--- src/rtl/wdt_unlock_pkg.sv ---
package wdt_unlock_pkg;

  // Progress through the two-byte key
  typedef enum logic [0:0] {
    KEY_IDLE = 1'b0,
    KEY_HALF = 1'b1
  } key_state_e;

  localparam int unsigned DEF_CNT_W     = 14;
  localparam int unsigned DEF_PULSE_LEN = 98;

  // Bits needed to hold the value v
  function automatic int unsigned width_for(input int unsigned v);
    return (v < 2) ? 1 : $clog2(v + 1);
  endfunction

endpackage

--- src/rtl/wdt_key_seq.sv ---
module wdt_key_seq
  import wdt_unlock_pkg::*;
#(
  parameter int unsigned         ADDR_W   = 8,
  parameter int unsigned         DATA_W   = 8,
  parameter logic [ADDR_W-1:0]   SVC_ADDR = 8'hA6,
  parameter logic [DATA_W-1:0]   KEY_A    = 8'h1E,
  parameter logic [DATA_W-1:0]   KEY_B    = 8'hE1
) (
  input  logic              clk,
  input  logic              rst_n,
  input  logic              flush,
  input  logic              wr,
  input  logic [ADDR_W-1:0] addr,
  input  logic [DATA_W-1:0] wdata,
  output logic              svc
);

  key_state_e state_q, state_d;
  logic       hit;

  assign hit = wr && (addr == SVC_ADDR);

  // The second byte counts only when the first byte was the latest write
  assign svc = hit && (wdata == KEY_B) && (state_q == KEY_HALF);

  always_comb begin
    state_d = state_q;
    if (flush) begin
      state_d = KEY_IDLE;
    end else if (wr) begin
      // Every strobed write either starts a new key or cancels the pending one
      state_d = (hit && (wdata == KEY_A)) ? KEY_HALF : KEY_IDLE;
    end
  end

  always_ff @(posedge clk or negedge rst_n) begin
    if (!rst_n) state_q <= KEY_IDLE;
    else        state_q <= state_d;
  end

endmodule

--- src/rtl/wdt_tick_count.sv ---
module wdt_tick_count #(
  parameter int unsigned CNT_W = 14
) (
  input  logic clk,
  input  logic rst_n,
  input  logic svc,
  input  logic tick,
  output logic expire
);

  logic             armed_q;
  logic [CNT_W-1:0] cnt_q;

  // Expiry needs the last count value plus one more machine cycle
  assign expire = armed_q && tick && (cnt_q == '1);

  always_ff @(posedge clk or negedge rst_n) begin
    if (!rst_n) begin
      armed_q <= 1'b0;
      cnt_q   <= '0;
    end else if (expire) begin
      // Expiry resets the device, so it takes priority over a same-cycle key
      armed_q <= 1'b0;
      cnt_q   <= '0;
    end else if (svc) begin
      armed_q <= 1'b1;
      cnt_q   <= '0;
    end else if (armed_q && tick) begin
      cnt_q   <= cnt_q + CNT_W'(1);
    end
  end

endmodule

--- src/rtl/wdt_pin_pulse.sv ---
module wdt_pin_pulse
  import wdt_unlock_pkg::*;
#(
  parameter int unsigned PULSE_LEN = 98
) (
  input  logic clk,
  input  logic rst_n,
  input  logic fire,
  input  logic suppress,
  output logic pin
);

  localparam int unsigned LEN_W = width_for(PULSE_LEN);

  logic [LEN_W-1:0] left_q;

  assign pin = (left_q != '0);

  always_ff @(posedge clk or negedge rst_n) begin
    if (!rst_n) begin
      left_q <= '0;
    end else if (fire && !suppress) begin
      left_q <= LEN_W'(PULSE_LEN);
    end else if (left_q != '0) begin
      left_q <= left_q - LEN_W'(1);
    end
  end

endmodule

--- src/rtl/wdt_unlock_top.sv ---
module wdt_unlock_top
  import wdt_unlock_pkg::*;
#(
  parameter int unsigned       ADDR_W    = 8,
  parameter int unsigned       DATA_W    = 8,
  parameter logic [ADDR_W-1:0] SVC_ADDR  = 8'hA6,
  parameter logic [DATA_W-1:0] KEY_A     = 8'h1E,
  parameter logic [DATA_W-1:0] KEY_B     = 8'hE1,
  parameter int unsigned       CNT_W     = DEF_CNT_W,
  parameter int unsigned       PULSE_LEN = DEF_PULSE_LEN
) (
  input  logic              osc_clk,
  input  logic              rst_n,
  input  logic              mc_tick,
  input  logic              bus_wr,
  input  logic [ADDR_W-1:0] bus_addr,
  input  logic [DATA_W-1:0] bus_wdata,
  input  logic              pin_drive_off,
  output logic              wdt_reset_req,
  output logic              rst_pin_drive
);

  logic svc;
  logic expire;
  logic req_q;

  wdt_key_seq #(
    .ADDR_W  (ADDR_W),
    .DATA_W  (DATA_W),
    .SVC_ADDR(SVC_ADDR),
    .KEY_A   (KEY_A),
    .KEY_B   (KEY_B)
  ) key_i (
    .clk  (osc_clk),
    .rst_n(rst_n),
    .flush(expire),
    .wr   (bus_wr),
    .addr (bus_addr),
    .wdata(bus_wdata),
    .svc  (svc)
  );

  wdt_tick_count #(
    .CNT_W(CNT_W)
  ) cnt_i (
    .clk   (osc_clk),
    .rst_n (rst_n),
    .svc   (svc),
    .tick  (mc_tick),
    .expire(expire)
  );

  wdt_pin_pulse #(
    .PULSE_LEN(PULSE_LEN)
  ) pulse_i (
    .clk     (osc_clk),
    .rst_n   (rst_n),
    .fire    (expire),
    .suppress(pin_drive_off),
    .pin     (rst_pin_drive)
  );

  always_ff @(posedge osc_clk or negedge rst_n) begin
    if (!rst_n) req_q <= 1'b0;
    else        req_q <= expire;
  end

  assign wdt_reset_req = req_q;

endmodule

--- config.mk ---
export PLATFORM = sky130hd
export DESIGN_NAME = wdt_unlock_top
export DESIGN_NICKNAME = d
export VERILOG_FILES = /design/src/rtl/wdt_unlock_pkg.sv /design/src/rtl/wdt_key_seq.sv /design/src/rtl/wdt_tick_count.sv /design/src/rtl/wdt_pin_pulse.sv /design/src/rtl/wdt_unlock_top.sv
export SDC_FILE = /design/constraint.sdc
export NUM_CORES = 1
export LEC_CHECK = 0
export ABC_AREA = 1
export CAP_MARGIN = 20
export CORE_MARGIN = 10
export CORE_UTILIZATION = 40
export DETAILED_ROUTE_END_ITERATION = 8
export DONT_BUFFER_PORTS = 1
export SYNTH_ARGS = -nofsm -noshare
export SYNTH_HDL_FRONTEND = slang
export SYNTH_SLANG_ARGS = --single-unit
--- constraint.sdc ---
create_clock -name osc_clk -period 3.75 [get_ports osc_clk]
set_input_delay 0.375 -clock osc_clk [delete_from_list [all_inputs] [get_ports osc_clk]]
set_output_delay 0.375 -clock osc_clk [all_outputs]
set_load 0.005 [all_outputs]
==> out/results.tsv <==
stage	metric	value	unit
placed_design	routability cong.	0.736	
yosys	Synth Instances	212	
yosys	ys async rst share	100	%
run_status	status	complete, no violations	
run	Max-Cap Viols	0	
final_layout	nets	238	
power	Int Pwr	0.000418	W
die	Initial Utilization	41.0	%
sta	Final min period	1680	ps
routing	Antenna Violating Nets Remaining	0	
yosys	Post-Syn Area	1620	sq um
die	Die H	83.5	um
die	IO Pins	23	
power	worst vdd ir	0.000130	V
global_route	vias in the first global route	1355	
yosys	Syn Nets	235	
setup_path	critical path's largest stage delay	390	ps
power	switching part of the total	29.5	%
final_layout	diode count	0	
yosys	Synth top cells by count	nand2_1, inv_1, dfrtp_1	
final_layout	area growth from synthesis to layout	6.58	%
global_route	GRT Util Overall	9.92	%
setup_path	Max stage delay cell, worst path	dfrtp_1	
die	Die Width	83.5	um
setup_path	type of the worst setup path	register to output port	
placed_design	PortBufs	0	
sta	RSZ-0062 raised after global routing	no	
clock_network	Root Buffer	clkbuf_8	
hold_path	hold crit path type	input pin to register	
die	Core Rows	23	
sta	Worst Slack Setup Final	2070	ps
routing	WL final	3280	um
routing	Vias/cell	4.94	
setup_path	WP data arrival	1310	ps
setup_path	CP top delay family	flip-flops	
yosys	Yosys top cell by area	dfrtp_1	
power	Clk pwr share	30.0	%
sta	post-route clock skew	6.21	ps
yosys	top_reg_cell synth	dfrtp_1	
routing	vias	1303	
setup_path	Crit Path Max Fanout	8	
power	Comb pwr share	16.2	%
clock_network	clk slew on worst S/H paths	90	ps
sta	slew margin rel.	67.4	%
setup_path	critical path capture point type	output port	
global_route	initial antenna violation count	0	
setup_path	WP buf/inv	1	
clock_network	CTS tree	done	
power	pwr dens	344	nW/um^2
sta	setup TNS	0	ps
setup_path	Setup crit start	pulse_i.left_q[0]	
sta	# setup viols final	0	
clock_network	worst-skew pair later-pin latency	270	ps
placed_design	DP HPWL	2430	um
sta	fmax	595	MHz
routing	DR DRC count	0	
setup_path	Worst Setup Start Kind	register	
clock_network	post-CTS setup buffers	0	
setup_path	cells along the critical path	inv_1 > ha_1 > nand2_1 > nor2_2 > nand2_2	
die	Die ar.	6980	sq um
sta	final hold viol count	0	
final_layout	final core utilization	43.7	%
yosys	Syn Area/Cell	7.62	sq um
global_route	largest net degree at the start of global routing	25	
sta	Fin Hold WS	281	ps
final_layout	share of post-route cells with drive strength above 1	14.0	%
global_route	Remaining Overflow, GRT	0	
clock_network	CTS max path bufs	2	
power	Psw	0.000175	W
die	CORE AREA	3940	sq um
power	register share of total power	53.7	%
yosys	Ys Warns	0	
routing	wire per inst	12.4	um
yosys	Post-synth EDFFs	0	
sta	worst slew pin tran	488	ps
yosys	sequential area share after synthesis	37.2	%
yosys	Synth Register Bits	24	
setup_path	Worst Path Required	3380	ps
power	total power	0.000593	W
sta	fin crit share	44.8	%
routing	DRT Pass-1 Iters	5	
routing	drt first-iter violations	72	
clock_network	clock sink count	24	
clock_network	htree depth	1	
global_route	first-pass GRT wire length	6040	um
power	Static Leak	0.851	nW
hold_path	hold_sp	bus_wr	
placed_design	Worst Setup Slack post-DPL	2070	ps
sta	final count of pins violating max slew	0	
yosys	ranking of synthesized cells by area	dfrtp_1, nand2_1, inv_1	
yosys	area fraction of the dominant cell type after synthesis	37.2	%
setup_path	worst flop-to-flop path startpoint	cnt_i.armed_q	
yosys	Yosys cell types	30	
clock_network	Num CTS Buffers	3	
yosys	most common cell in the netlist	nand2_1	
## cell usage in the layout (no fill, tap or decap), types with 2 or more instances in the layout
master and n:
nand2_1 48, inv_1 34, dfrtp_1 24, nand3_1 23
nand4_1 16, nor2_1 12, o21ai_0 7, nor2_2 5
nor2_4 5, nand3_2 4, clkbuf_8 4, nand3b_1 3
nor3_1 3, a21oi_1 3, nor3_2 2, nand2_2 2
o21ai_1 2, a21oi_2 2, xor2_1 2, ha_1 2
## worst min-delay path, delay by kind of cell
family / cells / cell delay, ps
and+or+nand+nor: 1 / 60
buffers and inverters: 1 / 30
AOI/OAI and AO/OA: 1 / 50
## power by group through the flow
| stage | clock (W) | sequential (W) | combinational (W) |
|---|---|---|---|
| floorplan | 0 | 0.000316 | 0.0000790 |
| global placement | 0 | 0.000325 | 0.0000876 |
| detailed placement | 0 | 0.000323 | 0.0000888 |
| CTS | 0.000185 | 0.000319 | 0.0000977 |
| global route | 0.000195 | 0.000322 | 0.000116 |
| finish | 0.000178 | 0.000319 | 0.0000962 |
## per-layer routing
layer,global-route usage (%),wire (um),vias up
met1,12.6,1660,574
met3,2.34,156,4
met5,0,0,-
met4,4.26,52,0
met2,15.6,1410,28
li1,-,-,697
## per-stage QoR
| stage | cell area (sq um) | instances |
|---|---|---|
| after global routing | 1720 | 264 |
| after global placement | 1640 | 258 |
| after detailed placement | 1640 | 258 |
| final | 1720 | 264 |
| after floorplan | 1620 | 212 |
| after CTS | 1720 | 264 |
## sequential cells by signal, indices dropped and copies added (netlist names)
register and count:
cnt_i.armed_q 1, key_i.state_q 1, pulse_i.left_q 7, wdt_reset_req 1, cnt_i.cnt_q 14
## final timing paths
path | end | cells after the start | slack (ps)
min reg2reg | cnt_i.armed_q | 2 | 540
max reg2reg | cnt_i.cnt_q[0] | 5 | 2200
min in group asynchronous | pulse_i.left_q[6] | 2 | 530
max in group asynchronous | cnt_i.cnt_q[12] | 2 | 3070
max | rst_pin_drive | 5 | 2070
min | key_i.state_q | 3 | 280
## cell type report
class,instances,area (sq um)
clock buffer,4,55.1
timing repair buffer,2,30.0
fill,400,2220
inverter,37,141
tap,50,62.6
sequential,24,601
multi-input combinational,147,832
## cells by family (layout without fill, tap and decap cells)
logic type | Yosys count | in the layout | share of synthesized area (%)
XOR/XNOR | 3 | 3 | 1.63
flip-flops | 24 | 24 | 37.2
AND/OR/NAND/NOR | 127 | 127 | 43.0
AO/OA/AOI/OAI | 15 | 15 | 5.34
buffers and inverters | 41 | 43 | 11.3
adder cells (fa/ha/maj) | 2 | 2 | 1.55
## repair_timing
item                                    in CTS  in global routing
hold endpoints to repair                    24                  0
gates resized for setup                      0                  0
hold buffers                                 2                  0
endpoints found under the setup margin       0                  0
(Power assumes the default switching activity.)
